<file path="config.mk">
export PLATFORM = sky130hd
export DESIGN_NAME = vid_stream_gen
export DESIGN_NICKNAME = d
export VERILOG_FILES = /design/src/rtl/vsg_pkg.sv /design/src/rtl/vsg_raster.sv /design/src/rtl/vsg_pixel_fetch.sv /design/src/rtl/vsg_word_mux.sv /design/src/rtl/vid_stream_gen.sv
export SDC_FILE = /design/constraint.sdc
export NUM_CORES = 1
export LEC_CHECK = 0
export ABC_AREA = 1
export BUFFER_PORTS_ARGS = -buffer_cell sky130_fd_sc_hd__buf_2
export CAP_MARGIN = 10
export CORE_MARGIN = 1.5
export CORE_UTILIZATION = 35
export CTS_BUF_LIST = sky130_fd_sc_hd__clkbuf_8 sky130_fd_sc_hd__clkbuf_16
export DETAILED_ROUTE_END_ITERATION = 8
export PLACE_DENSITY = 0.58
export SETUP_SLACK_MARGIN = 0.05
export SYNTH_ARGS = -nofsm -noshare
export SYNTH_HDL_FRONTEND = slang
export SYNTH_SLANG_ARGS = --single-unit
</file>
<file path="constraint.sdc">
create_clock -name clk -period 4.1 [get_ports clk]
set_input_delay 0.41 -clock clk [delete_from_list [all_inputs] [get_ports clk]]
set_output_delay 0.41 -clock clk [all_outputs]
set_load 0.005 [all_outputs]
</file>
<file path="src/rtl/vsg_pkg.sv">
package vsg_pkg;

  localparam logic [7:0] CODE_HI = 8'hFF;
  localparam logic [7:0] CODE_LO = 8'h00;
  localparam logic [7:0] BLANK_C = 8'h80;
  localparam logic [7:0] BLANK_Y = 8'h10;

  typedef enum logic [1:0] {
    RG_SAV   = 2'd0,
    RG_ACT   = 2'd1,
    RG_EAV   = 2'd2,
    RG_BLANK = 2'd3
  } region_e;

  // timing status byte with protection bits
  function automatic logic [7:0] status_word(input logic f, input logic v, input logic h);
    return {1'b1, f, v, h, v ^ h, f ^ h, f ^ v, f ^ v ^ h};
  endfunction

  // keep picture bytes out of the reserved code values
  function automatic logic [7:0] clip_byte(input logic [7:0] b);
    if (b == CODE_LO) return 8'h01;
    if (b == CODE_HI) return 8'hFE;
    return b;
  endfunction

endpackage

</file>
<file path="src/rtl/vsg_raster.sv">
module vsg_raster
  import vsg_pkg::*;
#(
  parameter int WORDS_PER_LINE     = 1716,
  parameter int ACTIVE_WORDS       = 1440,
  parameter int LINES_PER_FRAME    = 525,
  parameter int FIELD2_FIRST_LINE  = 263,
  parameter int F1_VIS_FIRST       = 19,
  parameter int F1_VIS_LAST        = 261,
  parameter int F2_VIS_FIRST       = 281,
  parameter int F2_VIS_LAST        = 524,
  localparam int SW = $clog2(WORDS_PER_LINE),
  localparam int LW = $clog2(LINES_PER_FRAME)
) (
  input  logic          clk,
  input  logic          rst,
  output logic [SW-1:0] samp,
  output logic [LW-1:0] line,
  output logic          fld,
  output logic          vblk,
  output region_e       region,
  output logic [1:0]    code_idx
);

  logic samp_last, line_last;

  assign samp_last = (samp == SW'(WORDS_PER_LINE - 1));
  assign line_last = (line == LW'(LINES_PER_FRAME - 1));

  always_ff @(posedge clk) begin
    if (rst) begin
      samp <= '0;
      line <= '0;
    end else begin
      samp <= samp_last ? '0 : samp + 1'b1;
      if (samp_last) line <= line_last ? '0 : line + 1'b1;
    end
  end

  assign fld  = (line >= LW'(FIELD2_FIRST_LINE));
  assign vblk = !(((line >= LW'(F1_VIS_FIRST)) && (line <= LW'(F1_VIS_LAST))) ||
                  ((line >= LW'(F2_VIS_FIRST)) && (line <= LW'(F2_VIS_LAST))));

  always_comb begin
    if (samp < SW'(4))                     region = RG_SAV;
    else if (samp < SW'(ACTIVE_WORDS + 4)) region = RG_ACT;
    else if (samp < SW'(ACTIVE_WORDS + 8)) region = RG_EAV;
    else                                   region = RG_BLANK;
  end

  // both codes start on a multiple of four
  assign code_idx = samp[1:0];

endmodule

</file>
<file path="src/rtl/vsg_pixel_fetch.sv">
module vsg_pixel_fetch
  import vsg_pkg::*;
#(
  parameter int SW           = 11,
  parameter int ACTIVE_WORDS = 1440
) (
  input  logic          clk,
  input  logic          rst,
  input  logic [SW-1:0] samp,
  input  logic          vblk,
  input  logic          pix_valid,
  input  logic [31:0]   pix_data,
  output logic          pix_req,
  output logic [7:0]    pair_byte
);

  logic        slot_q;
  logic [31:0] fresh, cur, pair_q;

  // ask during the word that precedes each pair
  assign pix_req = !vblk && (samp >= SW'(3)) && (samp <= SW'(ACTIVE_WORDS - 1)) &&
                   (samp[1:0] == 2'b11);

  always_ff @(posedge clk) begin
    if (rst) slot_q <= 1'b0;
    else     slot_q <= pix_req;
  end

  for (genvar g = 0; g < 4; g++) begin : g_lane
    localparam logic [7:0] FILL = (g % 2 == 1) ? BLANK_C : BLANK_Y;
    assign fresh[8*g +: 8] = pix_valid ? clip_byte(pix_data[8*g +: 8]) : FILL;
  end

  assign cur = slot_q ? fresh : pair_q;

  always_ff @(posedge clk) begin
    if (rst)         pair_q <= {BLANK_C, BLANK_Y, BLANK_C, BLANK_Y};
    else if (slot_q) pair_q <= fresh;
  end

  always_comb begin
    unique case (samp[1:0])
      2'd0:    pair_byte = cur[31:24];
      2'd1:    pair_byte = cur[23:16];
      2'd2:    pair_byte = cur[15:8];
      default: pair_byte = cur[7:0];
    endcase
  end

endmodule

</file>
<file path="src/rtl/vsg_word_mux.sv">
module vsg_word_mux
  import vsg_pkg::*;
#(
  parameter int WORDS_PER_LINE  = 1716,
  parameter int LINES_PER_FRAME = 525,
  localparam int SW = $clog2(WORDS_PER_LINE),
  localparam int LW = $clog2(LINES_PER_FRAME)
) (
  input  logic          clk,
  input  logic          rst,
  input  region_e       region,
  input  logic [1:0]    code_idx,
  input  logic [SW-1:0] samp,
  input  logic [LW-1:0] line,
  input  logic          fld,
  input  logic          vblk,
  input  logic [7:0]    pair_byte,
  output logic [7:0]    vid_data,
  output logic [SW-1:0] dbg_samp,
  output logic [LW-1:0] dbg_line
);

  logic [7:0] blank, word;

  assign blank = samp[0] ? BLANK_Y : BLANK_C;

  always_comb begin
    unique case (region)
      RG_SAV, RG_EAV: begin
        unique case (code_idx)
          2'd0:       word = CODE_HI;
          2'd1, 2'd2: word = CODE_LO;
          default:    word = status_word(fld, vblk, region == RG_EAV);
        endcase
      end
      RG_ACT:  word = vblk ? blank : pair_byte;
      default: word = blank;
    endcase
  end

  always_ff @(posedge clk) begin
    if (rst) begin
      vid_data <= BLANK_Y;
      dbg_samp <= SW'(WORDS_PER_LINE - 1);
      dbg_line <= LW'(LINES_PER_FRAME - 1);
    end else begin
      vid_data <= word;
      dbg_samp <= samp;
      dbg_line <= line;
    end
  end

endmodule

</file>
<file path="src/rtl/vid_stream_gen.sv">
module vid_stream_gen
  import vsg_pkg::*;
#(
  parameter int WORDS_PER_LINE    = 1716,
  parameter int ACTIVE_WORDS      = 1440,
  parameter int LINES_PER_FRAME   = 525,
  parameter int FIELD2_FIRST_LINE = 263,
  parameter int F1_VIS_FIRST      = 19,
  parameter int F1_VIS_LAST       = 261,
  parameter int F2_VIS_FIRST      = 281,
  parameter int F2_VIS_LAST       = 524
) (
  input  logic                               clk,
  input  logic                               rst,
  output logic                               pix_req,
  input  logic                               pix_valid,
  input  logic [31:0]                        pix_data,
  output logic [7:0]                         vid_data,
  output logic [$clog2(LINES_PER_FRAME)-1:0] dbg_line,
  output logic [$clog2(WORDS_PER_LINE)-1:0]  dbg_samp
);

  localparam int SW = $clog2(WORDS_PER_LINE);
  localparam int LW = $clog2(LINES_PER_FRAME);

  logic [SW-1:0] samp;
  logic [LW-1:0] line;
  logic          fld, vblk;
  region_e       region;
  logic [1:0]    code_idx;
  logic [7:0]    pair_byte;

  vsg_raster #(
    .WORDS_PER_LINE   (WORDS_PER_LINE),
    .ACTIVE_WORDS     (ACTIVE_WORDS),
    .LINES_PER_FRAME  (LINES_PER_FRAME),
    .FIELD2_FIRST_LINE(FIELD2_FIRST_LINE),
    .F1_VIS_FIRST     (F1_VIS_FIRST),
    .F1_VIS_LAST      (F1_VIS_LAST),
    .F2_VIS_FIRST     (F2_VIS_FIRST),
    .F2_VIS_LAST      (F2_VIS_LAST)
  ) i_raster (
    .clk     (clk),
    .rst     (rst),
    .samp    (samp),
    .line    (line),
    .fld     (fld),
    .vblk    (vblk),
    .region  (region),
    .code_idx(code_idx)
  );

  vsg_pixel_fetch #(
    .SW          (SW),
    .ACTIVE_WORDS(ACTIVE_WORDS)
  ) i_fetch (
    .clk      (clk),
    .rst      (rst),
    .samp     (samp),
    .vblk     (vblk),
    .pix_valid(pix_valid),
    .pix_data (pix_data),
    .pix_req  (pix_req),
    .pair_byte(pair_byte)
  );

  vsg_word_mux #(
    .WORDS_PER_LINE (WORDS_PER_LINE),
    .LINES_PER_FRAME(LINES_PER_FRAME)
  ) i_mux (
    .clk      (clk),
    .rst      (rst),
    .region   (region),
    .code_idx (code_idx),
    .samp     (samp),
    .line     (line),
    .fld      (fld),
    .vblk     (vblk),
    .pair_byte(pair_byte),
    .vid_data (vid_data),
    .dbg_samp (dbg_samp),
    .dbg_line (dbg_line)
  );

endmodule

</file>
==> results_dict.tcl, run 1 <==
set metrics [dict create \
    initial_core_util_pct 36.3 \
    critPathCaptureType "output pin" \
    pre_cts_slack_ns 1.77 \
    finalSetupTns_ns 0 \
    grt_max_degree 58 \
    netlist.area_leader.share_pct 41.7 \
    crit_fanout 19 \
    die_h_um 110 \
    maxSlewViolCount 0 \
    arrival_ns 2.20 \
    fin_crit_sh_pct 63.6 \
    drc 0 \
    ctsHoldBuffers 0 \
    slew_headroom_pct 49.8 \
    synth_warnings 0 \
    cts_setup_buffers 0 \
    grt_first_pass_wirelength_um 17300 \
    worstSkewPairLatency_ns 0.34 \
    root_buffer "clkbuf_16" \
    grt_pass1_vias 3724 \
    fmax_mhz 384 \
    die-area_um2 12000 \
    crit_type "flip-flop to output pin" \
    antenna_found_initial 0 \
    ios 65 \
    setup_viol 0 \
    clk_transition_reported_paths_ns 0.06 \
    ys_types 39 \
    routabilityCongestion 0.835 \
    power_density_nw_per_um2 387 \
    netlist_instances 571 \
    final_antenna_net_count 0 \
    p_total_mw 1.83 \
    finalHoldViolations 0 \
    irDropWorstVdd_mv 0.218 \
    rsz0062_at_grt "false" \
    cts_buffers 9 \
    syn_nets 613 \
    cp.required_ns 3.69 \
    cts_tree "built" \
    wirelength_um 10500 \
    cpPeakStageDelay_ns 0.50 \
    fin_crit_ns 2.61 \
    avgSynthCellArea_um2 6.97 \
    core_um2 11000 \
    rows 38 \
    yosysSeqAreaShare_pct 41.7 \
    die_w_um 110 \
    diodes 0 \
    cts_resized 0 \
    yosysTopAreaCell "dfxtp_1" \
    ys_seq_elements 83 \
    grt_usage_pct 18.6 \
    gr-total-overflow 0 \
    htreeDepth 3 \
    area_growth_pct 18.8 \
    max_slew.worst_pin.slew_ns 0.748 \
    drv_cap 0 \
    fin_nets 673 \
    avgRoutedWirePerCell_um 13.5 \
    worstSetupStartpointType "flip-flop" \
    dpl.hpwl_um 7850 \
    port_buffers 64 \
    dr.first_iter.drc_count 192 \
    min_path_type "primary input to flip-flop" \
    vias_per_cell 4.90 \
    num_vias 3802 \
    cp_cell_sequence "ha_1 -> inv_2 -> nor3_2 -> nand2_1 -> nand3_1 -> nand2_1 -> nor2_1 -> buf_2" \
    firstDrtPassIters 4 \
    netlist_area_um2 3980 \
    holdWs_ns 0.370 \
    p_leak_nw 2.11 \
    clock_sinks 83 \
    cts_buffer_depth 2 \
    finClkSkew_ns 0.00735 \
    crit_top_cell "nand2_1" \
    final_layout_size_suffix_gt1_share_pct 18.4 \
    synth_area_leaders "dfxtp_1, nand2_1, nor2_1" \
    setup_ws_ns 1.49 \
    status "finished, final reports clean" \
    cpMaxStageDelayCell "ha_1" \
]
logic make-up after synthesis:
group,after synthesis,synth area share [%]
adders and majority gates,7,2.20
xor gates and xnor gates,4,0.880
and+or+nand+nor,298,33.6
buffers and inverters,90,8.95
AOI/OAI and AO/OA,89,12.6
DFF,83,41.7
per-stage QoR:
stage	instances	cell area, um^2	utilization [%]
after detailed placement	760	4410	40.1
after global routing	776	4730	43.1
final	776	4730	43.1
after global placement	760	4410	40.1
after CTS	776	4730	43.1
after floorplan	571	3980	-
path summary, 6_finish.rpt:
| path | start | end | slack (ns) | depth (start not counted) |
|---|---|---|---|---|
| worst max register to register | i_raster.samp[0] | i_raster.line[7] | 1.79 | 10 |
| worst min-delay path | pix_data[13] | i_fetch.pair_q[13] | 0.37 | 3 |
| worst min register to register | i_fetch.pair_q[24] | i_fetch.pair_q[24] | 0.47 | 2 |
| worst max-delay path | i_raster.samp[0] | pix_req | 1.49 | 8 |
final cells by class:
type	count	area, um^2
sequential	83	1660
multi-input combinational	398	1960
timing repair buffer	65	328
tap	140	175
fill	1155	6250
clock buffer	10	239
inverter	74	280
clock inverter	6	81.3
state kept, by name, indices dropped and copies added (netlist names):
register        count
i_fetch.pair_q     32
i_fetch.slot_q      1
i_mux.dbg_line     10
i_mux.dbg_samp     11
i_mux.vid_data      8
i_raster.line      10
i_raster.samp      11
routing by layer:
metal,track usage [%],part of all wire (%),vias to the layer above
met2,30.4,47,94
met4,8.16,2.1,0
met5,0,0,-
met1,24.3,47,1732
li1,-,-,1960
met3,2.85,4.0,16
Yosys cell counts:
cell type	count
a21oi_1	37
buf_2	3
nor4_1	2
nor2_1	82
o21ai_0	28
clkbuf_1	9
nand3b_1	2
nand3_2	3
o21bai_1	2
clkinv_2	2
o22ai_1	6
a31oi_1	1
a22oi_2	1
nand2_2	5
o21ai_1	2
dfxtp_1	83
nor2_4	2
o22a_1	1
nand4_1	15
clkinv_1	1
xor2_1	4
ha_1	7
nand2_4	1
a22oi_1	5
nor3_2	4
nor2_2	6
nor3_1	8
clkbuf_2	1
nor4_2	1
a211oi_1	2
a21oi_2	1
nand3_1	30
nand2_1	133
inv_1	63
a22o_1	3
or2_2	3
buf_4	3
nor3_4	1
inv_2	8
power by group:
group | total (mW) | switching [mW] | internal (mW)
registers | 0.834 | 0.00864 | 0.826
logic | 0.138 | 0.0871 | 0.0510
clock network | 0.857 | 0.312 | 0.545
total | 1.83 | 0.408 | 1.42
worst max-delay path: cells and delay by family, from the launching register on:
kind	cells	cell delay (ns)
AND/OR/NAND/NOR	5	0.58
adder cells (fa/ha/maj)	1	0.50
buffers and inverters	2	0.39
flip-flops	1	0.38
layout by cell type (no fill, tap or decap), types with 2 or more instances in the layout:
cell type	instances
nor2_4	2
nand4_1	15
a22oi_1	5
buf_2	64
o21ai_0	28
nand2_2	5
o22ai_1	6
nand3_1	30
nor3_1	8
o21ai_1	2
nand3b_1	2
a22o_1	3
a211oi_1	2
nor2_2	6
nand3_2	3
a21oi_1	37
dfxtp_1	83
o21bai_1	2
nand2_1	133
ha_1	7
or2_2	3
xor2_1	4
clkbuf_16	9
nor3_2	4
inv_1	65
nor4_1	2
inv_2	8
clkinv_2	3
nor2_1	82
bufinv_16	2
Power figures use the tool's default switching activity.
==> inputs of run 2 (changes only) <==
Clock period 4.1 ns to 2.7 ns, I/O delays scaled along.
==> run 2 against run 1 <==
Routed wire length down 4.5%. Combinational power is 46% higher. Final cell count rose by 0.64%. Critical path depth is 3 higher. Sequential power is 52% higher. Critical endpoint unchanged. Largest cell class unchanged. Highest routed layer unchanged.
==> results_dict.tcl, run 2 (same netlist as run 1, synthesis figures left out) <==
set metrics [dict create \
    status "finished, final reports clean" \
    ios 65 \
    wirelength_um 10000 \
    setup_ws_ns 0.413 \
    grt_pass1_vias 3649 \
    maxSlewViolCount 0 \
    dr.first_iter.drc_count 220 \
    finalHoldViolations 0 \
    arrival_ns 2.02 \
    worstSetupStartpointType "flip-flop" \
    dpl.hpwl_um 7630 \
    finClkSkew_ns 0.00836 \
    avgRoutedWirePerCell_um 12.8 \
    r2r-end "i_mux.vid_data[5]" \
    power_density_nw_per_um2 565 \
    cts_resized 0 \
    crit_fanout 8 \
    cts_buffers 9 \
    gr-total-overflow 0 \
    cts_setup_buffers 0 \
    reg2regPathDepth 10 \
    initial_core_util_pct 36.3 \
    finalSetupTns_ns 0 \
    clk_transition_reported_paths_ns 0.06 \
    drv_cap 0 \
    placed_area_um2 4450 \
    cts_buffer_depth 2 \
    seqPwrFrac_pct 47.2 \
    cpLargestDelayFamily "simple AND/OR/NAND/NOR gates" \
    cp.required_ns 2.43 \
    cpMaxStageDelayCell "dfxtp_1" \
    fin_nets 678 \
    pre_cts_slack_ns 0.748 \
    timing.rr.start "i_fetch.slot_q" \
    p_leak_nw 2.11 \
    cts_tree "built" \
    num_vias 3780 \
    grt_first_pass_wirelength_um 16700 \
    fmax_mhz 437 \
    root_buffer "clkbuf_16" \
    die_h_um 110 \
    internal_power_mw 2.07 \
    critPathCaptureType "output pin" \
    final_antenna_net_count 0 \
    fillCellCount 1186 \
    antenna_found_initial 0 \
    fin_crit_ns 2.29 \
    min_path_type "primary input to flip-flop" \
    design_area_um2 4740 \
    largest_reg_flops 32 \
    htreeDepth 3 \
    firstDrtPassIters 6 \
    hp-start "pix_data[12]" \
    die-area_um2 12000 \
    holdPathEnd "i_fetch.pair_q[12]" \
    combinationalPowerShare_pct 7.5 \
    die_w_um 110 \
    fin_crit_sh_pct 84.7 \
    grt_max_degree 57 \
    diodes 0 \
    p_sw_uw 615 \
    crit_type "flip-flop to output pin" \
    layout_common_cells "nand2_1, dfxtp_1, nor2_1, inv_1, buf_2" \
    max_flop_register "i_fetch.pair_q" \
    final_layout_size_suffix_gt1_share_pct 19.0 \
    ctsHoldBuffers 0 \
    setup_viol 0 \
    grt_usage_pct 17.8 \
    core_um2 11000 \
    min_path_cells 3 \
    path_buf_inv 2 \
    p_sw_share_pct 22.9 \
    rows 38 \
    final_common_cell "nand2_1" \
    port_buffers 64 \
    p_total_mw 2.68 \
    clock_sinks 83 \
    worstSkewPairLatency_ns 0.33 \
    vias_per_cell 4.84 \
    routabilityCongestion 0.847 \
    top_regs "i_fetch.pair_q (32), i_mux.dbg_samp (11), i_raster.samp (11)" \
    max_slew.worst_pin.slew_ns 0.597 \
    rrSetupSlack_ns 0.78 \
    area_growth_pct 19.1 \
    pwr-share-clk_pct 45.2 \
    rsz0062_at_grt "false" \
    cpPeakStageDelay_ns 0.37 \
    drc 0 \
    slew_headroom_pct 60.2 \
    irDropWorstVdd_mv 0.303 \
    cp_cell_sequence "inv_1 -> ha_1 -> nand2_1 -> nor2_1 -> nand4_1 -> nand3_1 -> nand2_2 -> nand2_4 -> nand2_1 -> nor2_1 -> buf_2" \
]
-- run 2: cell count changes in the layout (fill, tap and decap cells not counted) --
| cell | delta |
|---|---|
| clkinv_4 | -1 |
| buf_4 | +5 |
| clkinvlp_4 | +2 |
| bufinv_16 | -1 |
-- run 2: metrics by stage --
| step | std cells | utilization, % | hold WS [ns] |
|---|---|---|---|
| floorplan | 571 | - | 0.415 |
| global placement | 765 | 40.5 | 0.454 |
| detailed placement | 765 | 40.5 | 0.462 |
| CTS | 781 | 43.2 | 0.225 |
| global route | 781 | 43.2 | 0.236 |
| finish | 781 | 43.2 | 0.229 |
-- run 2: power by group through the flow --
stage                     Clock (mW)  Sequential (mW)  Combinational [mW]
after floorplan                    0             1.29               0.108
after global placement             0             1.29               0.204
after detailed placement           0             1.29               0.204
after CTS                       1.24             1.27               0.205
after global routing            1.29             1.27               0.230
final                           1.21             1.27               0.202
-- run 2: how the worst max path moves through the flow --
stage / cells after the start / startpoint / end
2_1_floorplan: 10 / i_raster.line[0] / pix_req
3_3_place_gp: 10 / i_fetch.slot_q / i_mux.vid_data[5]
4_1_cts: 11 / i_raster.line[0] / pix_req
3_5_place_dp: 11 / i_raster.line[0] / pix_req
5_1_grt: 11 / i_raster.line[0] / pix_req
6_report: 11 / i_raster.line[0] / pix_req
-- run 2: final cells by class --
class                           count  area, um^2  share of cell area [%]
Sequential cell                    83        1660                    35.0
Inverter                           74         280                    5.91
Timing Repair Buffer               70         365                    7.70
Clock buffer                       10         239                    5.04
Clock inverter                      6        57.6                    1.21
Tap cell                          140         175                    3.69
Multi-Input combinational cell    398        1960                    41.4
-- run 2: tightest hold or removal path: stages --
cell     delay (ns)
buf_2          0.11
a22oi_2        0.07
nor2_1         0.08
-- run 2: per-layer routing --
metal  GRT usage, %  part of all wire [%]  up-vias
met5              0                     0        -
met4           5.84                   1.6        0
met3           3.32                   4.6       16
met2           30.8                    47       85
met1           22.2                    47     1708
li1               -                     -     1971
==> inputs of run 3 (changes only) <==
Settings changed: PLACE_DENSITY 0.58 to 0.6.
Clock period 2.7 ns to 1.9 ns, I/O delays scaled along.
==> run 3 against run 2 <==
First-iteration DRC count shrank 5.9%. Clock skew shrank 0.0044 ns. Routed wire length grew 4.9%. Global-route usage grew 0.51 points. Largest cell class unchanged. Critical endpoint unchanged.
==> results_dict.tcl, run 3 (same netlist as run 1, synthesis figures left out) <==
set metrics [dict create \
    status "finished, final reports clean" \
    gr-total-overflow 0 \
    p_sw_share_pct 22.6 \
    maxSlewViolCount 0 \
    antenna_found_initial 0 \
    irDropWorstVdd_mv 0.390 \
    pwr-share-clk_pct 46.5 \
    ios 65 \
    htreeDepth 3 \
    drv_cap 0 \
    crit_top_cell "nand2_1" \
    final_layout_size_suffix_gt1_share_pct 26.7 \
    rsz0062_at_grt "true" \
    core_um2 11000 \
    cpPeakStageDelay_ns 0.35 \
    diodes 0 \
    final_antenna_net_count 0 \
    area_growth_pct 27.2 \
    cp_cell_sequence "ha_2 -> nand2_1 -> nor2_1 -> inv_1 -> o21ai_1 -> nand2_1 -> nor2_4 -> buf_2" \
    routabilityCongestion 0.821 \
    critPathCaptureType "output pin" \
    final_common_cell "nand2_1" \
    min_path_type "primary input to flip-flop" \
    slew_headroom_pct 60.3 \
    hp-start "pix_data[12]" \
    cts_buffers 9 \
    cts_tree "built" \
    worstSkewPairLatency_ns 0.33 \
    holdWs_ns 0.151 \
    arrival_ns 1.69 \
    dr.first_iter.drc_count 207 \
    die-area_um2 12000 \
    fin_nets 700 \
    rows 38 \
    grt_usage_pct 18.4 \
    die_w_um 110 \
    max_flop_register "i_fetch.pair_q" \
    cp.required_ns 1.71 \
    fin_crit_sh_pct 99.0 \
    num_vias 3897 \
    cp-startpoint "i_raster.samp[0]" \
    grt_max_degree 57 \
    cpMaxStageDelayCell "dfxtp_2" \
    worstSetupStartpointType "flip-flop" \
    top_regs "i_fetch.pair_q (32), i_mux.dbg_samp (11), i_raster.samp (11)" \
    power_density_nw_per_um2 774 \
    initial_core_util_pct 36.3 \
    wirelength_um 10500 \
    vias_per_cell 4.85 \
    dpl.hpwl_um 7830 \
    clock_sinks 83 \
    timing.rr.start "i_raster.line[0]" \
    crit_fanout 4 \
    crit_type "flip-flop to output pin" \
    firstDrtPassIters 4 \
    fin_crit_ns 1.88 \
    finClkSkew_ns 0.00398 \
    drc 0 \
    cts_buffer_depth 2 \
    setup_viol 0 \
    combinationalPowerShare_pct 7.7 \
    avgRoutedWirePerCell_um 13.1 \
    finalHoldViolations 0 \
    clk_transition_reported_paths_ns 0.06 \
    p_total_mw 3.92 \
    fmax_mhz 532 \
    port_buffers 64 \
    root_buffer "clkbuf_16" \
    grt_pass1_vias 3756 \
    p_leak_nw 2.26 \
    max_slew.worst_pin.slew_ns 0.596 \
    layout_common_cells "nand2_1, nor2_1, dfxtp_1, buf_2, inv_1" \
    largest_reg_flops 32 \
    ctsHoldBuffers 0 \
    die_h_um 110 \
    internal_power_mw 3.04 \
    grt_first_pass_wirelength_um 17100 \
    p_sw_uw 885 \
    seqPwrFrac_pct 45.8 \
]
[run 3: metal layers]
layer	share of wire (%)	global-route usage [%]
met4	2.0	7.79
met2	48	31.4
met1	47	22.8
met3	3.3	2.90
met5	0	0
[run 3: power by group through the flow]
| stage | clock network (mW) | registers [mW] | logic (mW) |
|---|---|---|---|
| 2_1_floorplan | 0 | 1.84 | 0.153 |
| 3_3_place_gp | 0 | 1.84 | 0.291 |
| 3_5_place_dp | 0 | 1.84 | 0.294 |
| 4_1_cts | 1.86 | 1.80 | 0.298 |
| 5_1_grt | 1.93 | 1.80 | 0.342 |
| 6_report | 1.82 | 1.80 | 0.302 |
[run 3: what timing repair did]
| action | 4_1_cts | 5_1_grt |
|---|---|---|
| pin swaps | 8 | 9 |
| buffers inserted | 6 | 6 |
| endpoints found under the setup margin | 1 | 11 |
| cloned | 0 | 0 |
| resized for setup | 31 | 23 |
[run 3: final timing paths]
kind / to / slack [ns] / cells after the start
hold reg to reg: i_fetch.pair_q[20] / 0.47 / 2
setup / recovery: pix_req / 0.02 / 8
setup reg to reg: i_mux.vid_data[2] / 0.19 / 14
hold / removal: i_fetch.pair_q[12] / 0.15 / 3
[run 3: layout make-up]
class / count / area (um^2)
flip-flops and latches: 83 / 1680
clock inverters: 7 / 85.1
clock buffers: 9 / 225
repair buffers: 92 / 531
inverters: 74 / 294
well taps: 140 / 175
multi-input cells: 398 / 2070
fillers: 1129 / 5920
[run 3: per-stage QoR]
step	worst slack [ns]	setup TNS [ns]	instances	util, %	area [um^2]
global placement	0.127	0	776	41.2	4530
CTS	0.00196	0	798	45.2	4960
detailed placement	0.0854	0	776	41.2	4530
finish	0.0194	0	803	46.1	5070
global route	-0.0843	-0.0843	803	46.1	5070
floorplan	0.289	0	571	-	3980
[run 3: critical path, delay by kind of cell (launching register included)]
kind	cells	cell delay, ns
AND/OR/NAND/NOR	4	0.45
flip-flops	1	0.35
adder cells (fa/ha/maj)	1	0.21
buffers and inverters	2	0.20
AO/OA/AOI/OAI	1	0.14
